File: src/rtl/ptw_pkg.sv
package ptw_pkg;
   localparam logic [1:0] PRV_U = 2'd0;
   localparam logic [1:0] PRV_S = 2'd1;
   localparam logic [1:0] PRV_M = 2'd3;

   localparam logic [1:0] ACC_LOAD  = 2'd0;
   localparam logic [1:0] ACC_STORE = 2'd1;
   localparam logic [1:0] ACC_FETCH = 2'd2;

   typedef enum logic [1:0] {
      ST_IDLE  = 2'd0,
      ST_MREQ  = 2'd1,
      ST_MWAIT = 2'd2,
      ST_RESP  = 2'd3
   } walk_st_e;
endpackage

File: src/rtl/ptw_addr_gen.sv
module ptw_addr_gen #(
   parameter int LEVELS = 3,
   parameter int IDX_W  = 9,
   parameter int PPN_W  = 44,
   parameter int ENT_B  = 3,
   parameter int LVL_W  = 2,
   localparam int VPN_W = LEVELS * IDX_W,
   localparam int ADR_W = PPN_W + IDX_W + ENT_B
) (
   input  logic [PPN_W-1:0] base_ppn,
   input  logic [VPN_W-1:0] vpn,
   input  logic [LVL_W-1:0] level,
   output logic [ADR_W-1:0] ent_addr
);
   logic [IDX_W-1:0] idx [LEVELS];
   logic [IDX_W-1:0] idx_sel;

   for (genvar g = 0; g < LEVELS; g++) begin : g_idx
      assign idx[g] = vpn[g*IDX_W +: IDX_W];
   end

   always_comb begin
      idx_sel = '0;
      for (int i = 0; i < LEVELS; i++) begin
         if (level == LVL_W'(i)) idx_sel = idx[i];
      end
   end

   assign ent_addr = {base_ppn, idx_sel, {ENT_B{1'b0}}};
endmodule

File: src/rtl/ptw_pte_decode.sv
module ptw_pte_decode
   import ptw_pkg::*;
#(
   parameter int PTE_W   = 64,
   parameter int PPN_W   = 44,
   parameter int PPN_LSB = 10
) (
   input  logic [PTE_W-1:0] pte,
   input  logic             last_lvl,
   input  logic [1:0]       acc,
   input  logic [1:0]       priv,
   output logic             descend,
   output logic             leaf_ok,
   output logic [PPN_W-1:0] ppn
);
   if (PPN_LSB + PPN_W > PTE_W) begin : g_bad_layout
      $error("entry PPN field exceeds entry width");
   end

   logic f_v, f_r, f_w, f_x, f_u;
   logic is_ptr, malformed, perm, user_ok;

   assign f_v = pte[0];
   assign f_r = pte[1];
   assign f_w = pte[2];
   assign f_x = pte[3];
   assign f_u = pte[4];
   assign ppn = pte[PPN_LSB +: PPN_W];

   assign is_ptr    = f_v & ~f_r & ~f_w & ~f_x;
   assign malformed = ~f_v | (f_w & ~f_r);

   always_comb begin
      unique case (acc)
         ACC_LOAD:  perm = f_r;
         ACC_STORE: perm = f_w;
         ACC_FETCH: perm = f_x;
         default:   perm = 1'b0;
      endcase
   end

   assign user_ok = (priv != PRV_U) | f_u;
   assign descend = ~malformed & is_ptr & ~last_lvl;
   assign leaf_ok = ~malformed & ~is_ptr & last_lvl & perm & user_ok;

   logic unused_fields;
   assign unused_fields = ^{pte[PTE_W-1:PPN_LSB+PPN_W], pte[PPN_LSB-1:5]};
endmodule

File: src/rtl/pt_walker3.sv
module pt_walker3
   import ptw_pkg::*;
#(
   parameter int VA_W    = 39,
   parameter int PA_W    = 56,
   parameter int PTE_W   = 64,
   parameter int CFG_W   = 64,
   parameter int LEVELS  = 3,
   parameter int IDX_W   = 9,
   parameter int OFF_W   = 12,
   parameter int PPN_LSB = 10
) (
   input  logic             clk,
   input  logic             rst_n,
   input  logic             req_valid,
   output logic             req_ready,
   input  logic [VA_W-1:0]  req_vaddr,
   input  logic [1:0]       req_acc,
   input  logic [1:0]       req_priv,
   input  logic [CFG_W-1:0] root_cfg,
   output logic             mem_req_valid,
   input  logic             mem_req_ready,
   output logic [PA_W-1:0]  mem_req_addr,
   input  logic             mem_rsp_valid,
   input  logic [PTE_W-1:0] mem_rsp_data,
   output logic             resp_valid,
   input  logic             resp_ready,
   output logic [PA_W-1:0]  resp_paddr,
   output logic             resp_fault
);
   localparam int PPN_W = PA_W - OFF_W;
   localparam int VPN_W = LEVELS * IDX_W;
   localparam int ENT_B = $clog2(PTE_W / 8);
   localparam int LVL_W = (LEVELS > 1) ? $clog2(LEVELS) : 1;

   if (VPN_W + OFF_W != VA_W) begin : g_bad_va
      $error("virtual address width does not match levels and offset");
   end
   if (IDX_W + ENT_B != OFF_W) begin : g_bad_tbl
      $error("one table must fill exactly one page");
   end
   if (PA_W <= VA_W || PPN_W > CFG_W) begin : g_bad_pa
      $error("physical width inconsistent with virtual or root widths");
   end

   walk_st_e         st_q;
   logic [VPN_W-1:0] vpn_q;
   logic [OFF_W-1:0] off_q;
   logic [1:0]       acc_q, priv_q;
   logic [LVL_W-1:0] lvl_q;
   logic [PPN_W-1:0] ppn_q;
   logic [PA_W-1:0]  pa_q;
   logic             flt_q;

   logic             req_fire, dec_descend, dec_leaf_ok;
   logic [PPN_W-1:0] dec_ppn;

   assign req_ready     = (st_q == ST_IDLE);
   assign mem_req_valid = (st_q == ST_MREQ);
   assign resp_valid    = (st_q == ST_RESP);
   assign resp_paddr    = pa_q;
   assign resp_fault    = flt_q;
   assign req_fire      = req_valid && req_ready;

   ptw_addr_gen #(
      .LEVELS(LEVELS), .IDX_W(IDX_W), .PPN_W(PPN_W), .ENT_B(ENT_B), .LVL_W(LVL_W)
   ) u_addr (
      .base_ppn(ppn_q), .vpn(vpn_q), .level(lvl_q), .ent_addr(mem_req_addr)
   );

   ptw_pte_decode #(
      .PTE_W(PTE_W), .PPN_W(PPN_W), .PPN_LSB(PPN_LSB)
   ) u_dec (
      .pte(mem_rsp_data), .last_lvl(lvl_q == '0), .acc(acc_q), .priv(priv_q),
      .descend(dec_descend), .leaf_ok(dec_leaf_ok), .ppn(dec_ppn)
   );

   always_ff @(posedge clk or negedge rst_n) begin
      if (!rst_n) begin
         st_q   <= ST_IDLE;
         vpn_q  <= '0;
         off_q  <= '0;
         acc_q  <= '0;
         priv_q <= '0;
         lvl_q  <= '0;
         ppn_q  <= '0;
         pa_q   <= '0;
         flt_q  <= 1'b0;
      end else begin
         unique case (st_q)
            ST_IDLE: if (req_fire) begin
               vpn_q  <= req_vaddr[VA_W-1:OFF_W];
               off_q  <= req_vaddr[OFF_W-1:0];
               acc_q  <= req_acc;
               priv_q <= req_priv;
               lvl_q  <= LVL_W'(LEVELS - 1);
               ppn_q  <= root_cfg[PPN_W-1:0];
               if (req_priv == PRV_M) begin
                  pa_q  <= {{(PA_W-VA_W){1'b0}}, req_vaddr};
                  flt_q <= 1'b0;
                  st_q  <= ST_RESP;
               end else if (root_cfg == '0) begin
                  pa_q  <= '0;
                  flt_q <= 1'b1;
                  st_q  <= ST_RESP;
               end else begin
                  st_q  <= ST_MREQ;
               end
            end
            ST_MREQ: if (mem_req_ready) st_q <= ST_MWAIT;
            ST_MWAIT: if (mem_rsp_valid) begin
               if (dec_descend) begin
                  ppn_q <= dec_ppn;
                  lvl_q <= lvl_q - 1'b1;
                  st_q  <= ST_MREQ;
               end else if (dec_leaf_ok) begin
                  pa_q  <= {dec_ppn, off_q};
                  flt_q <= 1'b0;
                  st_q  <= ST_RESP;
               end else begin
                  pa_q  <= '0;
                  flt_q <= 1'b1;
                  st_q  <= ST_RESP;
               end
            end
            ST_RESP: if (resp_ready) st_q <= ST_IDLE;
            default: st_q <= ST_IDLE;
         endcase
      end
   end

   logic [LVL_W:0] rd_cnt;
   always_ff @(posedge clk or negedge rst_n) begin
      if (!rst_n)                              rd_cnt <= '0;
      else if (req_fire)                       rd_cnt <= '0;
      else if (mem_req_valid && mem_req_ready) rd_cnt <= rd_cnt + 1'b1;
   end


   mach_bypass_chk: assert property (@(posedge clk) disable iff (!rst_n)
      (req_fire && req_priv == PRV_M) |=> (resp_valid && !resp_fault &&
         resp_paddr == {{(PA_W-VA_W){1'b0}}, $past(req_vaddr)}));


   zero_root_chk: assert property (@(posedge clk) disable iff (!rst_n)
      (req_fire && req_priv != PRV_M && root_cfg == '0) |=> (resp_valid && resp_fault));


   walk_depth_chk: assert property (@(posedge clk) disable iff (!rst_n)
      (mem_req_valid && mem_req_ready) |-> (rd_cnt < (LVL_W+1)'(LEVELS)));


   one_req_chk: assert property (@(posedge clk) disable iff (!rst_n)
      req_ready |-> (!resp_valid && !mem_req_valid));


   resp_hold_chk: assert property (@(posedge clk) disable iff (!rst_n)
      (resp_valid && !resp_ready) |=> (resp_valid && $stable(resp_paddr) && $stable(resp_fault)));


   mreq_hold_chk: assert property (@(posedge clk) disable iff (!rst_n)
      (mem_req_valid && !mem_req_ready) |=> (mem_req_valid && $stable(mem_req_addr)));
endmodule

File: config.mk
export PLATFORM = sky130hd
export DESIGN_NAME = pt_walker3
export DESIGN_NICKNAME = d
export VERILOG_FILES = /design/src/rtl/ptw_pkg.sv /design/src/rtl/ptw_addr_gen.sv /design/src/rtl/ptw_pte_decode.sv /design/src/rtl/pt_walker3.sv
export SDC_FILE = /design/constraint.sdc
export NUM_CORES = 1
export LEC_CHECK = 0
export ABC_CLOCK_PERIOD_IN_PS = 3620
export CORE_AREA = 2 2 112 114
export CTS_CLUSTER_DIAMETER = 40
export DETAILED_ROUTE_END_ITERATION = 8
export DIE_AREA = 0 0 114 116
export DONT_BUFFER_PORTS = 1
export HOLD_SLACK_MARGIN = 0.12
export PLACE_DENSITY = 0.74
export SLEW_MARGIN = 25
export SYNTH_ARGS = -nofsm -noshare
export SYNTH_HDL_FRONTEND = slang
export SYNTH_SLANG_ARGS = --single-unit
File: constraint.sdc
create_clock -name clk -period 3.62 [get_ports clk]
set_clock_uncertainty 0.2 [all_clocks]
set_input_delay 0.181 -clock clk [delete_from_list [all_inputs] [get_ports clk]]
set_output_delay 0.181 -clock clk [all_outputs]
set_load 0.02 [all_outputs]
==> metrics.md, run 1 <==
| Metric | Value |
|---|---|
| Status | aborted with a tool error |
| Post-synth top area cell | dfrtp_1 |
| #FFs+latches synth | 148 |
| Number of synthesized flops with an enable pin | 0 |
| Post-Synthesis Cells | 650 |
| Inserted Clock Buffers | 17 |
| Initial Util | 0.591 |
| Row count | 40 |
| Most frequent cell after synthesis | dfrtp_1 |
| Placed Instance Area | 7090 sq um |
| Die Y | 116 um |
| Register area share after synthesis | 0.526 |
| Port bufs | 0 |
| Clock Tree Buf Depth | 2 |
| Synth cell types | 41 |
| I/O pins | 293 |
| H-tree levels | 4 |
| CTS root buf | clkbuf_16 |
| Top post-synthesis cells by count | dfrtp_1 (148), nand2_1 (101), mux2_2 (70) |
| Syn Area/Cell | 10.8 sq um |
| Gpl congestion | 0.864 |
| Die X | 114 um |
| Setup Fix Bufs, Post-CTS | 0 |
| CTS Hold Buffers Added | 158 |
| HPWL after detailed placement | 13,700 um |
| Post-CTS sizing | 0 |
| Ranking of synthesized cells by area | dfrtp_1 (53%), mux2_2 (11%), a32o_1 (5.5%) |
| Synthesis Warnings | 0 |
| Error Message | [ERROR RSZ-0060] Max buffer count reached. |
| # clock sinks | 148 |
| Ys async rst share | 1.00 |
| Synthesized area | 7040 sq um |
| Share of the synthesized area in the top cell type | 0.526 |
| Stopped at | clock tree synthesis (4_1_cts) |
| Ys flop type | dfrtp_1 |
[kinds of logic after synthesis]
kind of cell,share of synthesized area
simple gates,0.129
flops,0.526
compound gates,0.136
mux,0.153
buf+inv,0.0503
fa+ha+maj,0.00533
other cells,0.000532
[stage by stage]
stage	setup WS, ns	util	cells
floorplan	1.11	-	652
global placement	0.508	0.595	754
detailed placement	0.476	0.595	754
==> inputs of run 2 (changes only) <==
Settings changed: CORE_AREA 2 2 112 114 to default, CORE_UTILIZATION from default to 40, CTS_CLUSTER_DIAMETER 40 to default, DIE_AREA 0 0 114 116 to default, HOLD_SLACK_MARGIN 0.12 to default, PLACE_DENSITY 0.74 to default, PLACE_DENSITY_LB_ADDON from default to 0.15.
==> run 2 against run 1 <==
Against the previous run:
- the flow now finishes, with violations (hold timing)
- synthesized cell count did not move
- area after synthesis did not move
==> metrics.md, run 2 <==
| Metric | Value |
|---|---|
| Status | complete, but fails checks |
| Failing checks | hold timing |
| Min-Delay Path Class | primary input to async pin |
| Most frequent cells in the layout | dlygate4sd3_1 (157), dfrtp_1 (148), nand2_1 (101), mux2_2 (70), nor2_1 (51) |
| CP Cell Sequence | inv_1, ha_1, or4b_1, o41ai_1, nor2b_4, buf_12, nor2_1, a31oi_1, dlygate4sd3_1 |
| P_leak | 0.00392 uW |
| Ys async rst share | 1.00 |
| Clock Tree Buf Depth | 2 |
| Area delta synth->final | 33.3% |
| Final Net Count | 963 |
| Synth cell types | 41 |
| Setup TNS | 0 ns |
| Ys flop type | dfrtp_1 |
| Vias post-DR | 5,889 |
| Count of final setup violators | 0 |
| Number of synthesized flops with an enable pin | 0 |
| Share of the synthesized area in the top cell type | 0.526 |
| DRT iter0 DRCs | 327 |
| Synthesis Warnings | 0 |
| Max FFs per register | 56 |
| PwrDens | 881 nW/um^2 |
| Post-Route WL | 22,800 um |
| Die footprint | 18,100 sq um |
| Total track usage | 0.255 |
| CTS tree | yes |
| Area occupied by registers | 3700 sq um |
| Later-pin clock latency in the skew report | 0.42 ns |
| Top post-synthesis cells by count | dfrtp_1 (148), nand2_1 (101), mux2_2 (70) |
| Row count | 48 |
| Core Region | 17,200 sq um |
| Global-route wire length before repair | 35,000 um |
| Critical path arrival | 3.38 ns |
| Worst Setup End Kind | flop |
| # clock sinks | 148 |
| Initial antenna violation count | 1 |
| Setup CP Type | flop to flop |
| Hold Vio Cnt, Final | 148 |
| Port bufs | 0 |
| CP max stage cell | or4b_1 |
| Max stage delay on crit path | 0.56 ns |
| Max Cap Viol | 0 |
| Fmax | 0.310 GHz |
| Cells on worst reg2reg path | 9 |
| Multi-input logic area | 3030 sq um |
| Routed WL per cell | 22.3 um |
| CP max FO | 74 |
| First-pass iteration count of the detailed router | 5 |
| Crit-path leading delay family | buffers and inverters |
| GR Overflow Total | 0 |
| Die X | 135 um |
| Worst hold margin | -0.745 ns |
| Filler cells | 1,499 |
| H-tree levels | 4 |
| CTS root buf | clkbuf_16 |
| Crit path time final | 3.22 ns |
| Tightest Pin Transition | 0.958 ns |
| Vias in the first global route | 6,344 |
| Post-Synthesis Cells | 650 |
| Gpl congestion | 0.787 |
| HPWL after detailed placement | 14,700 um |
| CP startpoint kind | flop |
| Stages on worst setup path | 9 |
| Tcrit/Tclk final | 0.891 |
| Layout cell share with drive strength beyond 1 | 0.176 |
| I/O pins | 293 |
| Register area share after synthesis | 0.526 |
| Commonest non-fill, non-tap cell in the layout | dlygate4sd3_1 |
| Clk pin slew, worst setup/hold paths | 0.06 ns |
| Ranking of synthesized cells by area | dfrtp_1 (53%), mux2_2 (11%), a32o_1 (5.5%) |
| Inserted Clock Buffers | 17 |
| Initial Util | 0.409 |
| Buffers and inverters on the worst path | 3 |
| Via density | 5.76 |
| Slew Limit Fails | 0 |
| Largest net degree at the start of global routing | 149 |
| Syn Area/Cell | 10.8 sq um |
| Peak VDD IR | 0.378 mV |
| RSZ-0062 raised after global routing | no |
| Remaining DRCs | 0 |
| Required time worst endpoint | 3.78 ns |
| Most frequent cell after synthesis | dfrtp_1 |
| Post-synth top area cell | dfrtp_1 |
| Synthesized area | 7040 sq um |
| Final Power | 8270 uW |
| #FFs+latches synth | 148 |
| Die Y | 135 um |
| CTS Hold Buffers Added | 157 |
| Antenna Nets Post-Route | 0 |
| Max-Slew Margin vs Limit | 0.356 |
==> run 2: cell counts after synthesis <==
No cell type changed its count.
==> run 2: logic make-up after synthesis <==
logic type	share of synthesized area
AND/OR/NAND/NOR	0.129
AO/OA/AOI/OAI	0.136
flip-flops	0.526
other	0.000532
multiplexers	0.153
adder cells (fa/ha/maj)	0.00533
buffers and inverters	0.0503
==> run 2: final timing paths <==
kind / start / end / slack [ns]
min: rst_n / ppn_q[23]$_DFFE_PN0P_ / -0.74
max reg2reg: lvl_q[0]$_DFFE_PN0P_ / ppn_q[10]$_DFFE_PN0P_ / 0.40
max: lvl_q[0]$_DFFE_PN0P_ / ppn_q[10]$_DFFE_PN0P_ / 0.40
min reg2reg: acc_q[0]$_DFFE_PN0P_ / acc_q[0]$_DFFE_PN0P_ / 0.31
min in group clk: root_cfg[35] / st_q[1]$_DFFE_PN0P_ / 0.04
max in group asynchronous: rst_n / vpn_q[3]$_DFFE_PN0P_ / 3.73
==> run 2: stage by stage <==
stage	instance area [sq um]	util	worst slack (ns)	instances	hold WS, ns
6_report	9390	0.545	0.396	1023	-0.745
5_1_grt	9390	0.545	0.235	1022	-0.774
4_1_cts	9380	0.544	0.443	1021	-0.764
3_5_place_dp	7190	0.417	0.430	832	-0.312
3_3_place_gp	7190	0.417	0.444	832	-0.311
2_1_floorplan	7050	-	1.11	652	-0.315
==> run 2: what timing repair did <==
item	4_1_cts	5_1_grt
hold endpoints to repair	294	148
buffers inserted	0	0
gates resized for setup	0	0
==> run 2: layer usage <==
metal / vias up / share of wire / global-route usage
li1: 2611 / - / -
met1: 2915 / 0.41 / 0.323
met2: 317 / 0.48 / 0.408
met3: 46 / 0.085 / 0.0736
met4: 0 / 0.026 / 0.105
met5: - / 0 / 0
==> run 2: power by group <==
part | switching, uW | total (uW) | internal [uW]
clock | 682 | 1860 | 1170
sequential | 1130 | 3520 | 2380
combinational | 1460 | 2900 | 1440
total | 3280 | 8270 | 4990
==> run 2: area by class of cell <==
type	instances	share of cell area
clock inverter	8	0.0129
timing repair buffer	170	0.180
multi-input combinational	430	0.323
clock buffer	24	0.0534
inverter	16	0.00640
antenna	2	0.000533
tap	225	0.0300
sequential	148	0.394
No activity file was read; power rests on OpenSTA's default activity.
